### config.mk
export PLATFORM = sky130hd
export DESIGN_NAME = lpt_ext_ctrl
export DESIGN_NICKNAME = d
export VERILOG_FILES = /design/src/rtl/lpt_pkg.sv /design/src/rtl/lpt_fault_sync.sv /design/src/rtl/lpt_irq_fsm.sv /design/src/rtl/lpt_ecr.sv /design/src/rtl/lpt_ext_ctrl.sv
export SDC_FILE = /design/constraint.sdc
export NUM_CORES = 1
export LEC_CHECK = 0
export ABC_AREA = 1
export BUFFER_PORTS_ARGS = -buffer_cell sky130_fd_sc_hd__buf_2
export CAP_MARGIN = 25
export CORE_ASPECT_RATIO = 1.1
export CORE_MARGIN = 2
export CORE_UTILIZATION = 43
export DETAILED_ROUTE_END_ITERATION = 8
export GPL_ROUTABILITY_DRIVEN = 0
export GPL_TIMING_DRIVEN = 1
export HOLD_SLACK_MARGIN = 0.06
export PLACE_DENSITY = 0.72
export SLEW_MARGIN = 10
export SYNTH_ARGS = -nofsm -noshare
export SYNTH_HDL_FRONTEND = slang
export SYNTH_HIERARCHICAL = 1
export SYNTH_SLANG_ARGS = --single-unit
### constraint.sdc
create_clock -name clk -period 3.56 [get_ports clk]
set_clock_uncertainty 0.1 [all_clocks]
set_input_delay 0.712 -clock clk [delete_from_list [all_inputs] [get_ports clk]]
set_output_delay 0.712 -clock clk [all_outputs]
set_load 0.02 [all_outputs]
### src/rtl/lpt_pkg.sv
package lpt_pkg;

    typedef enum logic [2:0] {
        MODE_STD  = 3'b000,
        MODE_BIDI = 3'b001,
        MODE_FIFO = 3'b010,
        MODE_XCAP = 3'b011,
        MODE_ENH  = 3'b100,
        MODE_CFG  = 3'b111
    } lpt_mode_e;

    typedef enum logic [1:0] {
        IRQ_ARMED  = 2'd0,
        IRQ_MASKED = 2'd1,
        IRQ_PULSE  = 2'd2,
        IRQ_HELD   = 2'd3
    } irq_state_e;

    // Reserved codes fall back to standard mode
    function automatic lpt_mode_e decode_mode(input logic [2:0] code);
        lpt_mode_e m;
        unique case (code)
            3'b001:  m = MODE_BIDI;
            3'b010:  m = MODE_FIFO;
            3'b011:  m = MODE_XCAP;
            3'b100:  m = MODE_ENH;
            3'b111:  m = MODE_CFG;
            default: m = MODE_STD;
        endcase
        return m;
    endfunction

endpackage

### src/rtl/lpt_fault_sync.sv
module lpt_fault_sync #(
    parameter int STAGES = 2
) (
    input  logic clk,
    input  logic rst_n,
    input  logic async_n,
    output logic level_n,
    output logic fall
);
    logic [STAGES-1:0] chain_q;
    logic              prev_q;

    generate
        for (genvar i = 0; i < STAGES; i++) begin : g_stage
            if (i == 0) begin : g_first
                always_ff @(posedge clk or negedge rst_n) begin
                    if (!rst_n) chain_q[0] <= 1'b1;
                    else        chain_q[0] <= async_n;
                end
            end else begin : g_next
                always_ff @(posedge clk or negedge rst_n) begin
                    if (!rst_n) chain_q[i] <= 1'b1;
                    else        chain_q[i] <= chain_q[i-1];
                end
            end
        end
    endgenerate

    always_ff @(posedge clk or negedge rst_n) begin
        if (!rst_n) prev_q <= 1'b1;
        else        prev_q <= chain_q[STAGES-1];
    end

    assign level_n = chain_q[STAGES-1];
    assign fall    = prev_q & ~chain_q[STAGES-1];

    // a single input transition yields a single edge indication
    p_fall_single_r6: assert property (@(posedge clk) disable iff (!rst_n)
        fall |=> !fall);

endmodule

### src/rtl/lpt_irq_fsm.sv
module lpt_irq_fsm
    import lpt_pkg::*;
(
    input  logic clk,
    input  logic rst_n,
    input  logic ecr_wr,
    input  logic wr_dis,
    input  logic wr_pend,
    input  logic dis_q,
    input  logic fault_lvl_n,
    input  logic fault_fall,
    output logic irq,
    output logic pending
);
    irq_state_e state_q, state_d;

    always_ff @(posedge clk or negedge rst_n) begin
        if (!rst_n) state_q <= IRQ_ARMED;
        else        state_q <= state_d;
    end

    always_comb begin
        state_d = state_q;
        unique case (state_q)
            IRQ_ARMED: begin
                if (ecr_wr && wr_dis)  state_d = IRQ_MASKED;
                else if (fault_fall)   state_d = IRQ_PULSE;
            end
            IRQ_MASKED: begin
                if (ecr_wr && !wr_dis)
                    state_d = fault_lvl_n ? IRQ_ARMED : IRQ_PULSE;
            end
            IRQ_PULSE: state_d = IRQ_HELD;
            IRQ_HELD: begin
                if (ecr_wr && !wr_pend)
                    state_d = wr_dis ? IRQ_MASKED : IRQ_ARMED;
            end
            default: state_d = IRQ_ARMED;
        endcase
    end

    always_comb begin
        irq     = 1'b0;
        pending = 1'b0;
        unique case (state_q)
            IRQ_PULSE: begin irq = 1'b1; pending = 1'b1; end
            IRQ_HELD:  pending = 1'b1;
            default:   ;
        endcase
    end

    // pulse lasts one clock
    p_irq_one_cycle_r11: assert property (@(posedge clk) disable iff (!rst_n)
        irq |=> !irq);
    // no pulse while the stored disable bit is set
    p_irq_enabled_r8: assert property (@(posedge clk) disable iff (!rst_n)
        irq |-> !dis_q);
    // pending stays until a clearing write
    p_held_sticky_r9: assert property (@(posedge clk) disable iff (!rst_n)
        (pending && !(ecr_wr && !wr_pend)) |=> pending);

endmodule

### src/rtl/lpt_ecr.sv
module lpt_ecr
    import lpt_pkg::*;
#(
    parameter int FIFO_DEPTH = 16,
    parameter int LVL_W      = $clog2(FIFO_DEPTH + 1)
) (
    input  logic             clk,
    input  logic             rst_n,
    input  logic             wr,
    input  logic [7:3]       wdata,
    input  logic [LVL_W-1:0] fifo_level,
    input  logic             pending,
    output logic [2:0]       mode_sel,
    output logic             dis_q,
    output logic             dma_en,
    output logic [7:0]       rdata
);
    localparam logic [LVL_W-1:0] FULL_LVL = LVL_W'(FIFO_DEPTH);

    logic [2:0] mode_q;
    logic       fifo_full, fifo_empty;

    always_ff @(posedge clk or negedge rst_n) begin
        if (!rst_n) begin
            mode_q <= 3'b000;
            dis_q  <= 1'b0;
            dma_en <= 1'b0;
        end else if (wr) begin
            mode_q <= wdata[7:5];
            dis_q  <= wdata[4];
            dma_en <= wdata[3];
        end
    end

    assign fifo_full  = (fifo_level >= FULL_LVL);
    assign fifo_empty = (fifo_level == '0);
    assign mode_sel   = decode_mode(mode_q);
    assign rdata      = {mode_q, dis_q, dma_en, pending, fifo_full, fifo_empty};

endmodule

### src/rtl/lpt_ext_ctrl.sv
module lpt_ext_ctrl
    import lpt_pkg::*;
#(
    parameter int              ADDR_W     = 11,
    parameter int              FIFO_DEPTH = 16,
    parameter int              SYNC_STG   = 2,
    parameter logic [10:0]     ECR_OFS    = 11'h400,
    localparam int             LVL_W      = $clog2(FIFO_DEPTH + 1)
) (
    input  logic              clk,
    input  logic              rst_n,
    input  logic [ADDR_W-1:0] io_addr,
    input  logic              io_wr,
    input  logic              io_rd,
    input  logic [7:0]        io_wdata,
    output logic [7:0]        io_rdata,
    input  logic              prn_busy_n,
    input  logic              prn_ack_n,
    input  logic              prn_pe,
    input  logic              prn_slct,
    input  logic              prn_err_n,
    input  logic [LVL_W-1:0]  fifo_level,
    input  logic              dma_req_in,
    output logic              dma_req_out,
    output logic [7:0]        lpt_data,
    output logic [4:0]        lpt_ctl,
    output logic [2:0]        mode_sel,
    output logic              irq
);
    localparam logic [ADDR_W-1:0] OFS_DATA = ADDR_W'(0);
    localparam logic [ADDR_W-1:0] OFS_STAT = ADDR_W'(1);
    localparam logic [ADDR_W-1:0] OFS_CTRL = ADDR_W'(2);
    localparam logic [ADDR_W-1:0] OFS_ECR  = ADDR_W'(ECR_OFS);

    logic       wr_data, wr_ctrl, wr_ecr;
    logic       dis_q, dma_en, pending;
    logic       fault_lvl_n, fault_fall;
    logic [7:0] ecr_rdata, stat_rdata;

    assign wr_data = io_wr && (io_addr == OFS_DATA);
    assign wr_ctrl = io_wr && (io_addr == OFS_CTRL);
    assign wr_ecr  = io_wr && (io_addr == OFS_ECR);

    always_ff @(posedge clk or negedge rst_n) begin
        if (!rst_n) begin
            lpt_data <= 8'h00;
            lpt_ctl  <= 5'h00;
        end else begin
            if (wr_data) lpt_data <= io_wdata;
            if (wr_ctrl) lpt_ctl  <= io_wdata[4:0];
        end
    end

    lpt_fault_sync #(.STAGES(SYNC_STG)) u_sync (
        .clk     (clk),
        .rst_n   (rst_n),
        .async_n (prn_err_n),
        .level_n (fault_lvl_n),
        .fall    (fault_fall)
    );

    lpt_ecr #(.FIFO_DEPTH(FIFO_DEPTH), .LVL_W(LVL_W)) u_ecr (
        .clk        (clk),
        .rst_n      (rst_n),
        .wr         (wr_ecr),
        .wdata      (io_wdata[7:3]),
        .fifo_level (fifo_level),
        .pending    (pending),
        .mode_sel   (mode_sel),
        .dis_q      (dis_q),
        .dma_en     (dma_en),
        .rdata      (ecr_rdata)
    );

    lpt_irq_fsm u_fsm (
        .clk         (clk),
        .rst_n       (rst_n),
        .ecr_wr      (wr_ecr),
        .wr_dis      (io_wdata[4]),
        .wr_pend     (io_wdata[2]),
        .dis_q       (dis_q),
        .fault_lvl_n (fault_lvl_n),
        .fault_fall  (fault_fall),
        .irq         (irq),
        .pending     (pending)
    );

    assign dma_req_out = dma_req_in & dma_en & ~pending;
    assign stat_rdata  = {prn_busy_n, prn_ack_n, prn_pe, prn_slct, prn_err_n, 3'b111};

    always_comb begin
        io_rdata = 8'h00;
        if (io_rd) begin
            if (io_addr == OFS_DATA)      io_rdata = lpt_data;
            else if (io_addr == OFS_STAT) io_rdata = stat_rdata;
            else if (io_addr == OFS_CTRL) io_rdata = {3'b000, lpt_ctl};
            else if (io_addr == OFS_ECR)  io_rdata = ecr_rdata;
        end
    end

    // reserved codes never reach the mode output
    p_mode_legal_r4: assert property (@(posedge clk) disable iff (!rst_n)
        !(mode_sel == 3'b101 || mode_sel == 3'b110));

endmodule

* Yosys cells after proc, flatten, opt, wreduce, memory -nomap -nowiden *
Cells that the tools add are included.

storage, ports and cells
  register bits after elaboration = 23
  bits in latches = 0
  RAM bits = 0
  memory bits (read-only) = 0
  bits of input ports = 34
  output and inout port bits = 26
  word-level logic and storage cells = 57
  memories = 0

operators by class
  add/sub/neg operators = 0
  multiply operators = 0
  divide/modulo/power cells = 0
  magnitude comparators = 1
  equal/unequal tests = 14
  shift-type cells = 0
  mux-type cells = 15
  bitwise logic cells = 5
  reduce and logical (&&, ||, !) cells = 13

operators with widths
  kind                    number
  $mux W8                 5
  $pmux W3 S5             1
  $eq A11 B1 Y1 const B   1
  $eq A11 B11 Y1 const B  1
  $eq A11 B2 Y1 const B   1
  $logic_not A11 Y1       1
  $mux W2                 5
  $pmux W2 S4             1
  $eq A3 B2 Y1 const B    2
  $eq A3 B3 Y1 const B    2
  $logic_and A1 B1 Y1     6
  $ge A5 B5 Y1 const B    1
  $logic_not A5 Y1        1
  $eq A2 B2 Y1 const B    2
  $ne A2 B1 Y1 const B    2
  $and A1 B1 Y1           3
  $eq A3 B1 Y1 const B    1
  $mux W1                 3
  $ne A3 B2 Y1 const B    1
  $reduce_and A3 Y1       1
  $eq A2 B1 Y1 const B    1
  $logic_not A1 Y1        2
  $logic_not A2 Y1        1
  $not A1 Y1              2
  $reduce_or A2 Y1        1

* Logic depth before layout (Yosys ltp) *
Gate-level depths: netlist of the first run.

  depth in word-level cells = 8
  mapped depth = 9
  depth with buffers taken out = 9

* Cells and area by module *
Netlist of the first run, hierarchy kept.

by module, submodules not included
  module          instances  cells each  area an instance (sq um)  seq. area each (sq um)
  lpt_ext_ctrl    1          144         957.2                     325.3
  lpt_ecr         1          39          294.0                     125.1
  lpt_irq_fsm     1          34          177.7                     50.0
  lpt_fault_sync  1          5           88.8                      78.8

* Worst setup path after synthesis of the first run *
No wires, ideal clock.

  path type = input to output
  start = in io_addr[7]
  end = out io_rdata[5]
  arrival = 1.634 ns
  data required time = 2.748 ns
  path slack = 1.114 ns
  cell stages on the path = 6
  buffers on the path = 1
  cell sequence = nor2_1 nand2_1 nor2_4 buf_4 o211ai_1 a21oi_1

between the ends
  cells in the longest elaborated chain, start to end = 6
  elaborated cells between the ends (all ways) = 9
  those cells by class = eq/ne: 3; mux: 5; reduce/logical: 1

ends and longest elaborated chain
  what                line                RTL
  start: declaration  lpt_ext_ctrl.sv:12  input logic [ADDR_W-1:0] io_addr,
  $eq A11 B11 Y1      lpt_ext_ctrl.sv:97  else if (io_addr == OFS_ECR) io_rdata = ecr_rdata;
  $mux W8             lpt_ext_ctrl.sv:97
  $mux W8             lpt_ext_ctrl.sv:96  else if (io_addr == OFS_CTRL) io_rdata = {3'b000, lpt_ctl};
  $mux W8             lpt_ext_ctrl.sv:95  else if (io_addr == OFS_STAT) io_rdata = stat_rdata;
  $mux W8 (*)         lpt_ext_ctrl.sv:94  if (io_addr == OFS_DATA) io_rdata = lpt_data;
  $mux W8 (*)         lpt_ext_ctrl.sv:93  if (io_rd) begin
  end: declaration    lpt_ext_ctrl.sv:16  output logic [7:0] io_rdata,

Every way passes the cells marked *; elsewhere a longest branch is shown, timed or not.

* Final worst setup path of the first run *
  start = in io_addr[7]
  end = out io_rdata[0]

The elaborated chain is that of the path after synthesis.

==> qor.csv, run 1 <==
metric;value;unit
clk buf depth;2;
Peak VDD IR;244;uV
post-synthesis cell count;222;
fin cells;321;
Detailed Place HPWL;2610;um
simple-gate share of the synthesized area;33.5;%
CP Capture Type;primary output;
DRT Wirelength;3320;um
wire length per cell;10.3;um
die area;4020;um^2
main combinational cell family by area after synthesis;simple AND/OR/NAND/NOR gates;
clk_lat worst skew;0.31;ns
routed via count;1442;
Inst Count DP;317;
synth unique cells;22;
CP Launch Point;io_addr[7];
Layout area overhead;20.0;%
final setup vio count;0;
CTS Hold Bufs;0;
Least-Margin Pin Slew;0.507;ns
site row count;22;
max cap viols;0;
die extent in y;66.3;um
IO Count;60;
Clock transition at path regs;0.12;ns
compound-cell area share of the yosys netlist;10.6;%
clock sink count;23;
sequential-to-total area share from yosys stat;38.2;%
RSZ-0062 raised after global routing;no;
Remaining DRCs;0;
Hold Vio Cnt, Final;0;
Filler cells;361;
highest clock rate;360;MHz
total grt overflow;0;
flops & latches, synth;23;
Mapped Avg Cell Area;6.84;um^2
synthesized area;1520;um^2
Post-CTS Repair Setup Buffers;0;
TritonRoute pass-1 iters;4;
Synth Area in XOR/XNOR;0;%
core area;3360;um^2
setup TNS;0;ns
I/O Buffers;59;
CTS tree;built;
Critical Path Start Type;primary input;
reg2reg path depth;6;
RR Startpoint;u_fsm/state_q[1];
Iter 0 DRT Violations;77;
CP Class;in2out;
Worst EP arrival;1.97;ns
PwrDens;315;nW/um^2
HP Class;in2async;
post-synthesis net count;256;
number of vias per cell;4.49;
outcome;finished, final reports clean;
CP max FO;21;
Post-Synth Adder-Cell Area;0;%
Max-slew headroom;66.2;%
worst reg-to-reg setup slack;2.36;ns
Yosys warning count;6;
GRT Util Overall;17.3;%
CTS Buf Count;3;
Antenna Cells;0;
Post-DRT Antenna Nets;0;
minimum clock period;2.78;ns
period utilisation layout;78.1;%
share of layout cells above drive strength 1;30.4;%
data required time of the critical path;2.75;ns
Final #Nets;308;
CTS root buf;clkbuf_4;
Initial Utilization;45.2;%
first-pass GRT wire length;5180;um
R2R Path End;u_fsm/state_q[1];
Final Max Slew Viols;0;
post-synthesis mux area share;0;%
maximum number of pins on one net before global-route repair;24;
H-tree level count;1;
vias in the first global route;1192;
initial antenna violation count;0;
Pleak;1.05;nW
Die X-Extent;60.6;um
post-CTS sizing;0;
sequential cells by signal (all words and copies together) (netlist names):
register and flops:
lpt_data 8, lpt_ctl 5, u_ecr/mode_q 3, u_fsm/state_q 2
u_ecr/dis_q 1, u_ecr/dma_en 1, u_sync/chain_q 1, u_sync/level_n 1
u_sync/prev_q 1
per-stage QoR:
| stage | area, um^2 | worst slack, ns | hold WS, ns | power [mW] | util, % |
|---|---|---|---|---|---|
| floorplan | 1520 | 1.11 | 0.245 | 0.418 | - |
| global placement | 1790 | 0.815 | 0.246 | 0.459 | 53.4 |
| detailed placement | 1790 | 0.774 | 0.252 | 0.462 | 53.4 |
| CTS | 1820 | 0.769 | 0.257 | 0.584 | 54.2 |
| global route | 1820 | 0.630 | 0.264 | 0.621 | 54.2 |
| finish | 1820 | 0.779 | 0.248 | 0.574 | 54.2 |
cells by family after synthesis:
family	Yosys count
flip-flops	23
AO/OA/AOI/OAI	28
AND/OR/NAND/NOR	111
buffers and inverters	60
layer usage:
| metal | track usage, % | up-vias | wire [um] |
|---|---|---|---|
| met2 | 28.0 | 36 | 1490 |
| met3 | 2.15 | 4 | 191 |
| met5 | 0 | - | 0 |
| met4 | 8.15 | 0 | 60 |
| li1 | - | 777 | - |
| met1 | 22.5 | 625 | 1580 |
worst max-delay path by stage:
stage	to	slack (ns)	cells after the start
global route	io_rdata[2]	0.63	9
finish	io_rdata[0]	0.78	9
global placement	io_rdata[0]	0.81	9
CTS	io_rdata[0]	0.77	9
detailed placement	io_rdata[0]	0.77	9
floorplan	io_rdata[5]	1.11	6
cells in the mapped netlist (all sizes together):
| cell | number | area, um^2 |
|---|---|---|
| nand2 | 56 | 218 |
| inv | 47 | 176 |
| nand3 | 31 | 168 |
| nor2 | 21 | 104 |
| dfrtp | 20 | 500 |
| o21ai | 19 | 106 |
| buf | 11 | 85.1 |
| a21oi | 5 | 25.0 |
| dfstp | 3 | 78.8 |
| o211ai | 3 | 22.5 |
| clkbuf | 2 | 7.51 |
| or2 | 2 | 12.5 |
| nor4 | 1 | 6.26 |
| o21a | 1 | 7.51 |
layout by cell type, fill, tap and decap left out, types with 2 or more instances in the layout:
| cell | n |
|---|---|
| buf_2 | 59 |
| nand2_1 | 53 |
| inv_1 | 47 |
| nand3_1 | 30 |
| dfrtp_1 | 20 |
| nor2_1 | 15 |
| o21ai_1 | 9 |
| o21ai_0 | 7 |
| a21oi_1 | 5 |
| nor2_2 | 4 |
| o211ai_1 | 3 |
| nand2_2 | 3 |
| o21ai_2 | 3 |
| clkbuf_4 | 3 |
| dfstp_2 | 3 |
| nor2_4 | 2 |
| or2_2 | 2 |
report_power, final:
group	total, mW	internal [mW]	switching [mW]
logic	0.153	0.0592	0.0943
clock network	0.119	0.0420	0.0767
registers	0.302	0.279	0.0228
final cells by class:
class	instances	area [um^2]	area share [%]
Tap cell	48	60.1	3.30
Timing Repair Buffer	60	303	16.6
Clock inverter	1	5.00	0.275
Sequential cell	23	579	31.8
Inverter	47	176	9.68
Clock buffer	3	22.5	1.24
Multi-Input combinational cell	139	676	37.1
worst max-delay path: stages:
cell and delay, ns:
buf_2 0.09, nor2_1 0.09, nand2_1 0.15, nor2_4 0.40, nand2_1 0.16, nand3_1 0.12
nand2_1 0.05, inv_1 0.04, buf_2 0.15
No activity file was read; power rests on OpenSTA's default activity.
==> inputs of run 2 (changes only) <==
ABC_AREA = 0   (was 1)
PLACE_DENSITY = 0.74   (was 0.72)
clock period = 2.7 ns   (was 3.56 ns; I/O delays follow)
==> run 2 against run 1 <==
  * Global-route usage up 1.3 points
  * Hold slack worse by 0.17 ns
  * Worst setup slack worse by 0.65 ns
  * Sequential power up 19%
  * Synthesized cell count down 43%
==> qor.csv, run 2 <==
metric;value;unit
Yosys warning count;6;
maximum number of pins on one net before global-route repair;24;
Synth Area in XOR/XNOR;0.656;%
synth unique cells;34;
share of layout cells above drive strength 1;50.8;%
post-synthesis mux area share;13.8;%
HP Class;in2async;
first-pass GRT wire length;5260;um
sequential-to-total area share from yosys stat;43.4;%
top flop regs;lpt_data x8, lpt_ctl x5, u_ecr/mode_q x3;
TritonRoute pass-1 iters;4;
R2R Path End;u_fsm/state_q[1];
placed cell areas;1610;um^2
die extent in y;62.4;um
commonest cells in the synthesized netlist;20 x dfrtp_1, 15 x mux2_2, 12 x inv_1;
post-synthesis net count;160;
H-tree level count;1;
CP max FO;6;
Finished Cell Area;1640;um^2
RR Startpoint;u_sync/level_n;
CTS tree;built;
flops & latches, synth;23;
Clock transition at path regs;0.13;ns
Fin Hold WS;0.0731;ns
core area;3000;um^2
Remaining DRCs;0;
post-synthesis cell count;126;
CTS Buf Count;3;
post-synth top area share;37.5;%
top cells by area, synth;dfrtp_1 37%, mux2_2 13%, dfstp_2 5.9%;
number of synthesized flops with an enable pin;0;
Worst EP arrival;1.93;ns
vias in the first global route;1210;
wire length per cell;15.1;um
Post-Synth Adder-Cell Area;0;%
Hold Vio Cnt, Final;0;
ys async rst share;100;%
Seq. cell area;579;um^2
Critical Path Start Type;primary input;
Detailed Place HPWL;2490;um
CP Capture Type;primary output;
clk_lat worst skew;0.32;ns
RSZ-0062 raised after global routing;no;
synthesized area;1340;um^2
cell taking the most area after synthesis;dfrtp_1;
CP endpoint;io_rdata[6];
PwrDens;369;nW/um^2
data required time of the critical path;2.06;ns
area occupied by multi-input gates;641;um^2
main combinational cell family by area after synthesis;simple AND/OR/NAND/NOR gates;
Peak VDD IR;261;uV
Least-Margin Pin Slew;0.519;ns
Antenna Cells;0;
total grt overflow;0;
number of vias per cell;5.44;
Mapped Avg Cell Area;10.6;um^2
IO Count;60;
most frequent cell after synthesis;dfrtp_1;
CP Launch Point;io_addr[9];
Final #Nets;214;
die area;3570;um^2
max reg flops;8;
post-CTS sizing;0;
CTS root buf;clkbuf_4;
site row count;21;
reg2reg path depth;3;
routed via count;1159;
Biggest register;lpt_data;
I/O Buffers;59;
DRT Wirelength;3210;um
Layout area overhead;22.7;%
setup TNS;0;ns
Pleak;0.918;nW
Filler cells;285;
clk buf depth;2;
GRT Util Overall;18.6;%
CTS Hold Bufs;0;
initial antenna violation count;0;
Die X-Extent;57.1;um
max cap viols;0;
clock sink count;23;
compound-cell area share of the yosys netlist;14.8;%
Post-DRT Antenna Nets;0;
highest clock rate;389;MHz
final setup vio count;0;
simple-gate share of the synthesized area;18.7;%
Post-CTS Repair Setup Buffers;0;
Iter 0 DRT Violations;35;
Final Max Slew Viols;0;
most frequent cells in the layout;59 x buf_2, 20 x dfrtp_1, 15 x mux2_2;
leading cell type in the layout, fill and taps excluded;buf_2;
Initial Utilization;44.6;%
minimum clock period;2.57;ns
outcome;finished, final reports clean;
Max-slew headroom;65.4;%
period utilisation layout;95.1;%
Main synth FF type;dfrtp_1;
CP Class;in2out;
worst reg-to-reg setup slack;1.57;ns
[run 2: kinds of logic (layout without fill, tap and decap cells)]
| family | Yosys count | in the layout |
|---|---|---|
| XOR/XNOR | 1 | 1 |
| AO/OA/AOI/OAI | 27 | 27 |
| multiplexers | 16 | 16 |
| buffers and inverters | 23 | 76 |
| AND/OR/NAND/NOR | 36 | 36 |
| flip-flops | 23 | 23 |
[run 2: worst max-delay path: stages]
cell and delay [ns]:
buf_2 0.10, or4_4 0.56, nor2_8 0.14, nand2_1 0.15, o2111a_1 0.29, buf_2 0.16
[run 2: area by class of cell]
cell class,count,area share [%]
inverters,12,2.75
flip-flops and latches,23,35.4
clock buffers,3,1.38
multi-input cells,80,39.1
well taps,34,2.60
repair buffers,60,18.5
clock inverters,1,0.306
[run 2: where the power goes]
group          leakage (nW)  internal [mW]  switching, mW  total, mW
logic                 0.605         0.0354         0.0441     0.0795
clock network        0.0177         0.0555          0.110      0.165
registers             0.295          0.353        0.00698      0.360
total                 0.918          0.444          0.161      0.605
[run 2: layer usage]
| layer | vias up | routed length [um] | global-route usage (%) |
|---|---|---|---|
| met5 | - | 0 | 0 |
| met4 | 0 | 55 | 8.72 |
| met3 | 6 | 156 | 2.28 |
| met2 | 33 | 1710 | 33.9 |
| met1 | 566 | 1290 | 20.9 |
| li1 | 554 | - | - |
[run 2: stage by stage]
stage / utilization (%) / setup WS (ns) / instances / total power, mW
3_5_place_dp: 53.8 / 0.130 / 209 / 0.446
5_1_grt: 54.7 / 0.0649 / 213 / 0.632
6_report: 54.7 / 0.132 / 213 / 0.605
4_1_cts: 54.7 / 0.119 / 213 / 0.608
3_3_place_gp: 53.8 / 0.138 / 209 / 0.443
2_1_floorplan: - / 0.194 / 126 / 0.407
[run 2: how the worst min path moves through the flow]
stage / startpoint / to / slack [ns] / cells past startpoint
after floorplan: rst_n / lpt_ctl[0] / 0.14 / 0
after global placement: u_sync/chain_q[0] / u_sync/level_n / 0.25 / 0
after detailed placement: u_sync/chain_q[0] / u_sync/level_n / 0.25 / 0
after CTS: rst_n / lpt_data[5] / 0.09 / 1
after global routing: rst_n / u_ecr/dma_en / 0.09 / 1
final: rst_n / u_ecr/dma_en / 0.07 / 1
==> inputs of run 3 (changes only) <==
CTS_BUF_LIST = sky130_fd_sc_hd__clkbuf_16   (was unset)
==> run 3 against run 2 <==
  * Maximum frequency decreased by 0.26%
  * Sequential share of layout area down 1.1 points
  * Non-clock buffer count unchanged
  * First-iteration DRC count increased by 20%
  * Combinational power is essentially flat
  * Clock-buffer cell count stayed put
  * Cell area increased by 3.2%
  * Sequential power barely moved
  * Routed wire length grew 0.75%
  * Critical path depth unchanged
==> qor.csv, run 3 (synthesis results as in run 2) <==
metric;value;unit
CTS root buf;clkbuf_16;
Post-DRT Antenna Nets;0;
die area;3570;um^2
H-tree level count;1;
highest clock rate;388;MHz
max cap viols;0;
die extent in y;62.4;um
Final #Nets;214;
IO Count;60;
site row count;21;
first-pass GRT wire length;5350;um
initial antenna violation count;0;
Die X-Extent;57.1;um
I/O Buffers;59;
final setup vio count;0;
clock sink count;23;
Final Max Slew Viols;0;
CP Class;in2out;
data required time of the critical path;2.06;ns
CP Capture Type;primary output;
clk_lat worst skew;0.26;ns
Detailed Place HPWL;2490;um
CTS tree;built;
DRT Wirelength;3240;um
fin cells;213;
top flop regs;lpt_data x8, lpt_ctl x5, u_ecr/mode_q x3;
CTS Hold Bufs;0;
setup TNS;0;ns
Peak VDD IR;340;uV
clk buf depth;2;
HP Class;in2async;
Least-Margin Pin Slew;0.523;ns
Layout area overhead;26.6;%
Remaining DRCs;0;
Biggest register;lpt_data;
critical path's largest stage delay;0.56;ns
Worst EP arrival;1.93;ns
minimum clock period;2.57;ns
most frequent cells in the layout;59 x buf_2, 20 x dfrtp_1, 15 x mux2_2;
number of vias per cell;5.53;
Antenna Cells;0;
CP max FO;6;
Crit path buffers/inverters;2;
PwrDens;450;nW/um^2
vias in the first global route;1209;
Max-slew headroom;65.2;%
routed via count;1177;
placed cell areas;1610;um^2
share of layout cells above drive strength 1;50.8;%
outcome;finished, final reports clean;
total grt overflow;0;
GRT Util Overall;19.1;%
crit-path cells;buf_2 -> or4_4 -> nor2_8 -> nand2_1 -> o2111a_1 -> buf_2;
CP delay by family, top;simple AND/OR/NAND/NOR gates;
wire length per cell;15.2;um
core area;3000;um^2
leading cell type in the layout, fill and taps excluded;buf_2;
CTS Buf Count;3;
Iter 0 DRT Violations;42;
Filler cells;280;
max reg flops;8;
maximum number of pins on one net before global-route repair;24;
Hold Vio Cnt, Final;0;
period utilisation layout;95.4;%
TritonRoute pass-1 iters;4;
RSZ-0062 raised after global routing;no;
Post-CTS Repair Setup Buffers;0;
Initial Utilization;44.6;%
Finished Cell Area;1690;um^2
Most Frequent Cell on Critical Path;buf_2;
Critical Path Start Type;primary input;
Clock transition at path regs;0.06;ns
slowest CP cell;or4_4;
Pleak;0.941;nW
post-CTS sizing;0;
Inst Count DP;209;
==> run 3: cell types whose count changed in the layout (fill, tap and decap cells not counted) <==
cell	delta
clkbuf_16	+3
clkbuf_4	-3
==> run 3: worst paths after layout <==
check                                  start                to  slack, ns  depth (start not counted)
setup reg to reg              u_sync/level_n  u_fsm/state_q[1]       1.59                          3
hold reg to reg            u_sync/chain_q[0]    u_sync/level_n       0.27                          0
max in group asynchronous              rst_n     u_sync/prev_q       1.98                          1
hold / removal                         rst_n      u_ecr/dma_en       0.16                          1
setup / recovery                  io_addr[9]       io_rdata[6]       0.13                          6
min in group clk           u_sync/chain_q[0]    u_sync/level_n       0.27                          0
==> run 3: final cells by class <==
| class | count | area, um^2 | area share, % |
|---|---|---|---|
| Sequential cell | 23 | 579 | 34.3 |
| Clock inverter | 1 | 5.00 | 0.296 |
| Tap cell | 34 | 42.5 | 2.52 |
| Inverter | 12 | 45.0 | 2.66 |
| Multi-Input combinational cell | 80 | 641 | 37.9 |
| Clock buffer | 3 | 75.1 | 4.44 |
| Timing Repair Buffer | 60 | 303 | 17.9 |
==> run 3: per-layer routing <==
layer  global-route usage (%)  wire length, um  up-vias
met5                        0                0        -
met4                     8.72               63        0
met3                     2.69              183        6
met2                     33.8             1760       38
met1                     22.4             1230      576
li1                         -                -      557
==> run 3: power by group <==
group | internal [mW] | switching [mW] | total (mW)
Sequential | 0.353 | 0.00696 | 0.360
Clock | 0.199 | 0.121 | 0.320
Combinational | 0.0354 | 0.0443 | 0.0798
Total | 0.588 | 0.172 | 0.760
==> run 3: through the flow <==
stage	utilization, %	power, mW	setup WS (ns)	hold WS [ns]
4_1_cts	56.4	0.768	0.119	0.173
5_1_grt	56.4	0.792	0.0649	0.195
3_5_place_dp	53.8	0.446	0.130	0.253
6_report	56.4	0.760	0.125	0.156
3_3_place_gp	53.8	0.443	0.138	0.249
2_1_floorplan	-	0.407	0.194	0.144
